**config.mk**
```make
export PLATFORM = sky130hd
export DESIGN_NAME = mem_lane_align
export DESIGN_NICKNAME = d
export VERILOG_FILES = /design/src/rtl/lsu_align_pkg.sv /design/src/rtl/lane_decode.sv /design/src/rtl/store_steer.sv /design/src/rtl/load_extend.sv /design/src/rtl/mem_lane_align.sv
export SDC_FILE = /design/constraint.sdc
export NUM_CORES = 1
export LEC_CHECK = 0
export CORE_MARGIN = 4
export CORE_UTILIZATION = 34
export CTS_BUF_LIST = sky130_fd_sc_hd__clkbuf_4
export CTS_CLUSTER_DIAMETER = 80
export DETAILED_ROUTE_END_ITERATION = 8
export PLACE_DENSITY = 0.93
export SYNTH_ARGS = -nofsm -noshare
export SYNTH_HDL_FRONTEND = slang
export SYNTH_SLANG_ARGS = --single-unit
```
**constraint.sdc**
```tcl
create_clock -name clk -period 1.8 [get_ports clk]
set_input_delay 0.36 -clock clk [delete_from_list [all_inputs] [get_ports clk]]
set_output_delay 0.36 -clock clk [all_outputs]
set_load 0.005 [all_outputs]
```
**src/rtl/lsu_align_pkg.sv**
```systemverilog
package lsu_align_pkg;
  localparam int LANE_W = 8;

  typedef enum logic [0:0] {
    ACC_BYTE = 1'b0,
    ACC_WORD = 1'b1
  } acc_size_e;
endpackage

```
**src/rtl/lane_decode.sv**
```systemverilog
module lane_decode
  import lsu_align_pkg::*;
#(
  parameter int ADDR_W = 16,
  parameter int DATA_W = 16,
  localparam int LANES  = DATA_W / LANE_W,
  localparam int OFF_W  = $clog2(LANES),
  localparam int WADDR_W = ADDR_W - OFF_W
) (
  input  logic [ADDR_W-1:0]  addr,
  input  acc_size_e          size,
  output logic [WADDR_W-1:0] word_addr,
  output logic [OFF_W-1:0]   lane,
  output logic [LANES-1:0]   be,
  output logic               misaligned
);
  assign word_addr = addr[ADDR_W-1:OFF_W];
  assign lane      = addr[OFF_W-1:0];

  always_comb begin
    misaligned = (size == ACC_WORD) && (lane != '0);
    if (size == ACC_WORD) be = '1;
    else                  be = LANES'(1) << lane;
  end
endmodule

```
**src/rtl/store_steer.sv**
```systemverilog
module store_steer
  import lsu_align_pkg::*;
#(
  parameter int DATA_W = 16,
  localparam int LANES = DATA_W / LANE_W
) (
  input  acc_size_e         size,
  input  logic [DATA_W-1:0] wdata,
  output logic [DATA_W-1:0] lane_data
);
  for (genvar g = 0; g < LANES; g++) begin : g_lane
    assign lane_data[g*LANE_W +: LANE_W] =
      (size == ACC_WORD) ? wdata[g*LANE_W +: LANE_W] : wdata[LANE_W-1:0];
  end
endmodule

```
**src/rtl/load_extend.sv**
```systemverilog
module load_extend
  import lsu_align_pkg::*;
#(
  parameter int DATA_W = 16,
  localparam int LANES = DATA_W / LANE_W,
  localparam int OFF_W = $clog2(LANES)
) (
  input  acc_size_e         size,
  input  logic              sign_ext,
  input  logic [OFF_W-1:0]  lane,
  input  logic [DATA_W-1:0] rdata,
  output logic [DATA_W-1:0] result
);
  logic [LANE_W-1:0] picked;

  always_comb begin
    picked = rdata[lane*LANE_W +: LANE_W];
    if (size == ACC_WORD)
      result = rdata;
    else
      result = {{(DATA_W-LANE_W){sign_ext & picked[LANE_W-1]}}, picked};
  end
endmodule

```
**src/rtl/mem_lane_align.sv**
```systemverilog
module mem_lane_align
  import lsu_align_pkg::*;
#(
  parameter int ADDR_W = 16,
  parameter int DATA_W = 16,
  localparam int LANES  = DATA_W / LANE_W,
  localparam int OFF_W  = $clog2(LANES),
  localparam int WADDR_W = ADDR_W - OFF_W
) (
  input  logic               clk,
  input  logic               rst_n,
  input  logic               req_valid,
  output logic               req_ready,
  input  logic [ADDR_W-1:0]  req_addr,
  input  logic               req_word,
  input  logic               req_store,
  input  logic               req_signed,
  input  logic [DATA_W-1:0]  req_wdata,
  output logic               mem_en,
  output logic               mem_we,
  output logic [WADDR_W-1:0] mem_addr,
  output logic [LANES-1:0]   mem_be,
  output logic [DATA_W-1:0]  mem_wdata,
  input  logic [DATA_W-1:0]  mem_rdata,
  output logic               rsp_valid,
  input  logic               rsp_ready,
  output logic [DATA_W-1:0]  rsp_data,
  output logic               fault
);
  acc_size_e         size;
  logic [OFF_W-1:0]  lane;
  logic              misaligned;
  logic              accept;
  logic [DATA_W-1:0] load_val;
  logic              rsp_valid_q;
  logic [DATA_W-1:0] rsp_data_q;
  logic              fault_q;

  assign size = acc_size_e'(req_word);

  lane_decode #(.ADDR_W(ADDR_W), .DATA_W(DATA_W)) u_dec (
    .addr       (req_addr),
    .size       (size),
    .word_addr  (mem_addr),
    .lane       (lane),
    .be         (mem_be),
    .misaligned (misaligned)
  );

  store_steer #(.DATA_W(DATA_W)) u_st (
    .size      (size),
    .wdata     (req_wdata),
    .lane_data (mem_wdata)
  );

  load_extend #(.DATA_W(DATA_W)) u_ld (
    .size     (size),
    .sign_ext (req_signed),
    .lane     (lane),
    .rdata    (mem_rdata),
    .result   (load_val)
  );

  assign req_ready = !rsp_valid_q || rsp_ready;
  assign accept    = req_valid && req_ready;
  assign mem_en    = accept && !misaligned;
  assign mem_we    = mem_en && req_store;

  always_ff @(posedge clk or negedge rst_n) begin
    if (!rst_n) begin
      rsp_valid_q <= 1'b0;
      rsp_data_q  <= '0;
      fault_q     <= 1'b0;
    end else begin
      fault_q <= accept && misaligned;
      if (mem_en && !req_store) begin
        rsp_valid_q <= 1'b1;
        rsp_data_q  <= load_val;
      end else if (rsp_ready) begin
        rsp_valid_q <= 1'b0;
      end
    end
  end

  assign rsp_valid = rsp_valid_q;
  assign rsp_data  = rsp_data_q;
  assign fault     = fault_q;
endmodule

```
==> results.txt, run 1 <==
- Outcome: completed
- The worst register-to-register path begins at rsp_valid$_DFFE_PN0P_.
- Total clock sinks: 18
* Peak Freq: 0.581 GHz
- Weighted congestion reported at the end of routability-driven placement: 0.748
- Among all flip-flop cells after synthesis, the most frequent one is dfrtp_1.
- Placed wire-length estimate after detailed placement: 2.58 mm
* Fillers: 304
* Cells along the critical path: clkdlybuf4s50_1, nand2b_4, and4_1, dlygate4sd2_1
- Reg-to-reg slack, setup: 430 ps
- DRC violation total after the first TritonRoute iteration: 19
* Cell area after synthesis: 1170 um^2
* Yosys synthesis warning count: 0
- Compared with the post-synthesis result, the final layout area differs by 66.6%.
- The number of slew-limit violations in the final report is 0.
* Remaining antenna violation count after routing: 0
* Number of synthesized flops with an enable pin: 0
- Slew at the pin with the worst max-slew slack: 236 ps
* Top cell type by total area after synthesis: dfrtp_1
- CP Capture Type: primary output
- Max-cap violations: 0
- Largest stage delay on the critical path: 450 ps
- The first global-routing pass estimated 5.11 mm of wire.
- The initial antenna violation count is 0.
- Of the post-synthesis cell area, the dominant cell type holds 38.5%.
- # IOs: 109
* Sequential cell area fraction in the yosys report: 38.5%
- In this run the worst path has a maximum fanout of 4.
- The die is 66.6 um tall.
* Class of the worst hold path: primary input to async pin
- Clock transition at the register clock pins on the worst setup and hold paths after CTS: 110 ps
- Counting flops with an async set or reset pin after synthesis yields a share of 100%.
- Total nets after synthesis: 163
* Cell area power density: 653 nW/um^2
* Number of global-route vias before repair: 1064
- The tree is rooted in a clkbuf_4.
- The longest clock path from root to sink contains 2 buffers.
- Worst R2R Path Depth: 5
- Multi-input gate area in the final layout: 510 um^2
- Cells with a size suffix above 1 make up 25.3% of the layout.
* Antenna Diode Count: 0
- For the worst setup path, the data arrival time is 1360 ps.
* Floorplan core area: 3340 um^2
- Total detailed-routing wirelength: 3.25 mm
- Input and output buffers added on the ports amount to 78.
* Post-Synthesis Mean Instance Area: 10.8 um^2
- Number of placed cells counting well taps: 218
* Final Power: 1.27 mW
* Synth top area cells: dfrtp_1, buf_4, mux2_2, a2bb2oi_2, mux2i_1
- Setup repair after global routing left no endpoint under its margin.
- CTS built an H-tree with a depth of 1.
* Clock period minus final worst setup slack: 1720 ps
- The worst setup path is launched from a primary input.
- The worst setup path is of the primary input to primary output kind.
* Instance count of the mapped netlist: 108
- Total number of vias: 1053
- The floorplan step defined a die boundary enclosing 4440 um^2.
* Maximum number of pins on one net before global-route repair: 19
- Most numerous cell types in the synthesized netlist: buf_4, dfrtp_1, mux2_2, nand2_1
* Total CTS buffers: 3
* Final Hold Fails: 0
* Clock network latency to the later pin of the worst-skew pair: 300 ps
* Critical R2R Capture: rsp_data[14]$_DFFE_PN0P_
* Clock skew after layout: 8.88 ps
- Count of final setup violators: 0
- Worst slew slack as a fraction of its limit: 84.3%
- Among all stages on the critical path, the largest delay is contributed by clkdlybuf4s50_1.
- After detailed routing, the average wire length per cell comes to 14.5 um.
* Worst vdd rail ir drop: 0.000486 V
- Flops & latches, synth: 18
- Leak: 0.854 nW
- Clock tree from TritonCTS: built
- For this configuration, the core starts out at a cell density of 35.0%.
- Remaining Overflow, GRT: 0
- The first detailed-routing pass ran for 4 iterations.
* Count of nets after finishing: 234
- Data on the critical path is required at its endpoint by 1440 ps.
* Overall fraction of global-route tracks in use: 15.1%
* Portion of the clock cycle consumed by the worst path in the final layout: 95.5%
- Dividing the detail-routed via count by the number of cells gives 4.70.
- Count of unique library cells instantiated by Yosys: 21
* Leading cell type by number of instances after synthesis: buf_4
- Area taken by flip-flops and latches: 450 um^2
* Die Width: 66.6 um
* Fin cells: 224
- Row count: 21
* DRC Markers: 0
## cell usage in the layout (no fill, tap or decap)
cell / netlist / final
clkdlybuf4s50_1: 0 / 63
dfrtp_1: 18 / 18
buf_4: 25 / 16
dlygate4sd2_1: 0 / 13
mux2_2: 11 / 11
nand2_1: 11 / 11
a21oi_1: 6 / 6
mux2i_1: 6 / 6
a2bb2oi_2: 5 / 5
a31oi_1: 5 / 5
a2bb2oi_1: 3 / 3
mux2_4: 3 / 3
clkbuf_4: 0 / 3
nand2b_1: 3 / 2
buf_6: 1 / 2
nand2b_4: 0 / 1
and4_1: 1 / 1
nor2_1: 1 / 1
or2_2: 1 / 1
a21oi_2: 1 / 1
and3_1: 1 / 1
o2111a_2: 1 / 1
nand3_1: 1 / 1
clkinv_1: 0 / 1
clkbuf_2: 0 / 1
clkdlybuf4s15_1: 0 / 1
## cells by family after synthesis
| logic type | synth area share (%) |
|---|---|
| buffers and inverters | 18.4 |
| AOI/OAI and AO/OA | 15.7 |
| muxes | 19.6 |
| and+or+nand+nor | 7.71 |
| DFF | 38.5 |
## power breakdown
part / internal, mW / switching (mW) / total, mW
sequential: 0.482 / 0.0494 / 0.531
combinational: 0.368 / 0.158 / 0.526
clock: 0.0808 / 0.133 / 0.214
## per-stage QoR
stage	area [um^2]	setup WS [ps]	util, %	setup TNS, ps	hold slack [ps]
final	1950	80.2	58.3	0	371
after detailed placement	1910	-359	57.3	-6390	498
after global routing	1950	3.68	58.3	0	383
after global placement	1910	-336	57.3	-6000	492
after CTS	1950	29.8	58.5	0	374
after floorplan	1170	414	-	0	64.4
## layout make-up
cell class | instances | share of cell area [%]
clock inverters | 1 | 0.193
multi-input cells | 60 | 26.2
well taps | 46 | 2.96
flip-flops and latches | 18 | 23.1
clock buffers | 3 | 1.16
repair buffers | 96 | 46.3
## worst max path at each step
stage / start / end / cells after the start
2_1_floorplan: req_word / mem_be[1] / 3
3_3_place_gp: req_word / mem_wdata[14] / 4
3_5_place_dp: req_word / mem_wdata[14] / 4
4_1_cts: req_word / mem_wdata[13] / 5
5_1_grt: rsp_ready / mem_en / 5
6_report: rsp_ready / mem_we / 4
## critical path, delay by kind of cell
| kind | cells | cell delay, ps |
|---|---|---|
| buffers and inverters | 2 | 690 |
| AND/OR/NAND/NOR | 2 | 310 |
## registers in the layout, summed over array words and instances, names as in the netlist
signal	cells
rsp_valid	1
rsp_data	16
fault	1
## routing by layer
| layer | global-route usage, % | wire length [um] | vias up |
|---|---|---|---|
| li1 | - | - | 495 |
| met1 | 16.6 | 1190 | 501 |
| met2 | 26.9 | 1650 | 57 |
| met3 | 6.07 | 412 | 0 |
| met4 | 3.55 | 0 | 0 |
| met5 | 0 | 0 | - |
## timing repair
| item | 4_1_cts | 5_1_grt |
|---|---|---|
| hold buffers | 0 | 0 |
| gates resized for setup | 19 | 2 |
| setup buffers | 2 | 0 |
| cloned | 0 | 0 |
| setup endpoints to repair | 13 | 4 |
| endpoints found under the hold margin | 0 | 0 |
Note: power is estimated with default switching activity, not from simulation.
==> run 2, diff against run 1 <==
CORE_MARGIN = not set   (was 4)
CTS_BUF_LIST = sky130_fd_sc_hd__clkbuf_8   (was sky130_fd_sc_hd__clkbuf_4)
==> run 2 against run 1 <==
Total power grew 12%; design area rose by 3.4%; first-iteration DRC count is 100% higher; setup slack worse by 74 ps; worst hold slack gained 78 ps; largest cell class unchanged.
==> results.txt, run 2 (synthesis results as in run 1) <==
* Number of placed cells counting well taps: 217 (was 218)
- DRC Markers: 0 (unchanged)
- The delay of the slowest cell on the worst path was 550 ps (was 450 ps).
- Top fanout value on the critical path: 2 (was 4)
- Fin cells: 226 (was 224)
- The number of endpoints with negative hold slack in the final report was 0 (unchanged).
* Root buffer selected by CTS: clkbuf_8 (was clkbuf_4)
* Portion of the clock cycle consumed by the worst path in the final layout: 99.7% (was 95.5%)
- Cell family contributing the most delay on the critical path: buffers and inverters (unchanged)
- The initial cell density of the core was 37.1% (was 35.0%).
- Die area: 3680 um^2 (was 4440 um^2)
- Clock skew after layout: 1.04 ps (was 8.88 ps)
- Pins over their slew limit: 0 (unchanged)
- Leading cell types in the layout, fill and taps excluded: clkdlybuf4s50_1, buf_4, dfrtp_1 (was clkdlybuf4s50_1, dfrtp_1, buf_4)
* Clock tree from TritonCTS: built (unchanged)
- Avg WL per Cell: 17.5 um (was 14.5 um)
* Clock network latency to the later pin of the worst-skew pair: 250 ps (was 300 ps)
- The placement-stage cell area was 1920 um^2 (was 1910 um^2).
- The floorplan die height came to 60.6 um (was 66.6 um).
- Clock transition at the register clock pins on the worst setup and hold paths after CTS: 70 ps (was 110 ps)
* Switching part of the total: 25.9% (was 26.8%)
* Floorplan core area: 3150 um^2 (was 3340 um^2)
- Total non-filler cell area in the finished layout: 2010 um^2 (was 1950 um^2)
- Max-cap violations: 0 (unchanged)
- The average via count per standard cell was 4.89 (was 4.70).
- The number of cells traversed by the worst register-to-register path was 5 (unchanged).
- Clock period minus final worst setup slack: 1790 ps (was 1720 ps)
- Critical R2R Capture: rsp_data[14]$_DFFE_PN0P_ (unchanged)
- Fillers: 252 (was 304)
- Remaining Overflow, GRT: 0 (unchanged)
- The part of the power in registers was 37.5% (was 41.8%).
* Share of power burned in the clock network: 23.5% (was 16.8%)
* Total clock sinks: 18 (unchanged)
- Area added between synthesis and finish: 72.3% (was 66.6%)
- DRC violation total after the first TritonRoute iteration: 38 (was 19)
- Max reg flops: 16 (unchanged)
* Number of global-route vias before repair: 1137 (was 1064)
- Placed wire-length estimate after detailed placement: 3.05 mm (was 2.58 mm)
- Cells along the critical path: clkdlybuf4s50_1, clkdlybuf4s50_1 (was clkdlybuf4s50_1, nand2b_4, and4_1, dlygate4sd2_1).
* Antenna Diode Count: 0 (unchanged)
- Final Power: 1.42 mW (was 1.27 mW)
* Total CTS buffers: 3 (unchanged)
* Bufs on Longest Clock Path: 2 (unchanged)
- Combinational group share of total power: 39.0% (was 41.4%)
* CP max-delay cell: clkdlybuf4s50_1 (unchanged)
* Final Hold Slack: 449 ps (was 371 ps)
- The share of final-layout standard cells stronger than drive strength 1 was 29.7% (was 25.3%).
- Reg-to-reg slack, setup: 430 ps (about the same)
- Most Frequent Cell on Critical Path: clkdlybuf4s50_1
* RSZ-0062 raised after global routing: false (unchanged)
* Remaining antenna violation count after routing: 0 (unchanged)
* Antenna violations before repair: 0 (unchanged)
* Worst Path Buf+Inv: 2 (unchanged)
- Critical register-to-register path startpoint: rsp_valid$_DFFE_PN0P_ (unchanged)
- The achievable clock frequency came to 0.557 GHz (was 0.581 GHz).
- Worst setup path category: primary input to primary output (unchanged)
* Class of the worst hold path: primary input to async pin (unchanged)
- The global routing usage summed across all routing layers is 22.3% (was 15.1%).
- The number of nets at the end of the flow came to 238 (was 234).
- The static power due to leakage is 0.901 nW (was 0.854 nW).
- Cell area power density: 705 nW/um^2 (was 653 nW/um^2)
* Buffers added on ports: 78 (unchanged)
* Total detailed-routing wirelength: 3.95 mm (was 3.25 mm)
- Count of final setup violators: 0 (unchanged)
* CTS H-tree depth: 1 (unchanged)
- The count of vias placed by the detailed router came to 1105 (was 1053).
- Critical Path Stages: 2 (was 4)
- The slew at the pin closest to its max-slew limit came to 232 ps (was 236 ps).
- The worst slew slack as a fraction of its limit was 84.5% (was 84.3%).
- # IOs: 109 (unchanged)
* CP Capture Type: primary output (unchanged)
- Hold bufs inserted after CTS: 0 (unchanged)
* Die Width: 60.6 um (was 66.6 um)
- The largest vdd supply drop was 0.000420 V (was 0.000486 V).
* Most common cell after layout, fill and taps aside: clkdlybuf4s50_1 (unchanged)
* Required time of the worst setup path: 1440 ps (about the same)
* Row count: 20 (was 21)
- The cell-internal power came to 1.05 mW (was 931 uW).
* Weighted congestion reported at the end of routability-driven placement: 1.04 (was 0.748)
* Maximum number of pins on one net before global-route repair: 19 (unchanged)
- Initial DRT Pass Iterations: 4 (unchanged)
- Outcome: completed (unchanged).
* Global-route wire length before repair: 5.74 mm (was 5.11 mm)
- Switching power summed over all nets: 368 uW (was 340 uW)
- The startpoint type of the worst setup path was a primary input (unchanged).
- CP arrival: 1430 ps (was 1360 ps)
- The final core utilization came to 63.8% (was 58.3%).
==> run 2: worst max-delay path by stage <==
stage            startpoint           end
2_1_floorplan      req_word     mem_be[1]
3_3_place_gp       req_word  mem_wdata[8]
3_5_place_dp       req_word  mem_wdata[9]
4_1_cts            req_word     mem_be[1]
5_1_grt           rsp_ready        mem_en
6_report       req_wdata[5]  mem_wdata[5]
==> run 2: routing by layer <==
| metal | track usage (%) | up-vias | part of all wire [%] |
|---|---|---|---|
| li1 | - | 506 | - |
| met1 | 23.2 | 539 | 38 |
| met2 | 45.2 | 56 | 55 |
| met3 | 3.84 | 4 | 5.8 |
| met4 | 5.52 | 0 | 1.0 |
| met5 | 0 | - | 0 |
==> run 2: power by group through the flow <==
| stage | combinational, mW | sequential, mW | clock (mW) |
|---|---|---|---|
| finish | 0.553 | 0.533 | 0.334 |
| global route | 0.591 | 0.543 | 0.360 |
| CTS | 0.552 | 0.534 | 0.340 |
| detailed placement | 0.552 | 0.540 | 0 |
| global placement | 0.537 | 0.534 | 0 |
| floorplan | 0.211 | 0.540 | 0 |
==> run 2: what timing repair did <==
action / in CTS / in global routing
buffers inserted: 5 / 0
gates resized for setup: 20 / 6
setup endpoints to repair: 15 / 4
cloned: 0 / 0
pin swaps: 0 / 0
==> run 2: through the flow <==
step / setup WS [ps] / setup TNS (ps)
2_1_floorplan: 414 / 0
3_3_place_gp: -330 / -5410
3_5_place_dp: -393 / -6630
4_1_cts: 11.2 / 0
5_1_grt: 0.659 / 0
6_report: 5.88 / 0
==> run 2: final cells by class <==
cell class | instances | area [um^2] | area share [%]
timing repair buffer | 100 | 930 | 46.2
sequential | 18 | 450 | 22.4
clock buffer | 4 | 55.1 | 2.73
multi-input combinational | 60 | 523 | 26.0
tap | 44 | 55.1 | 2.73
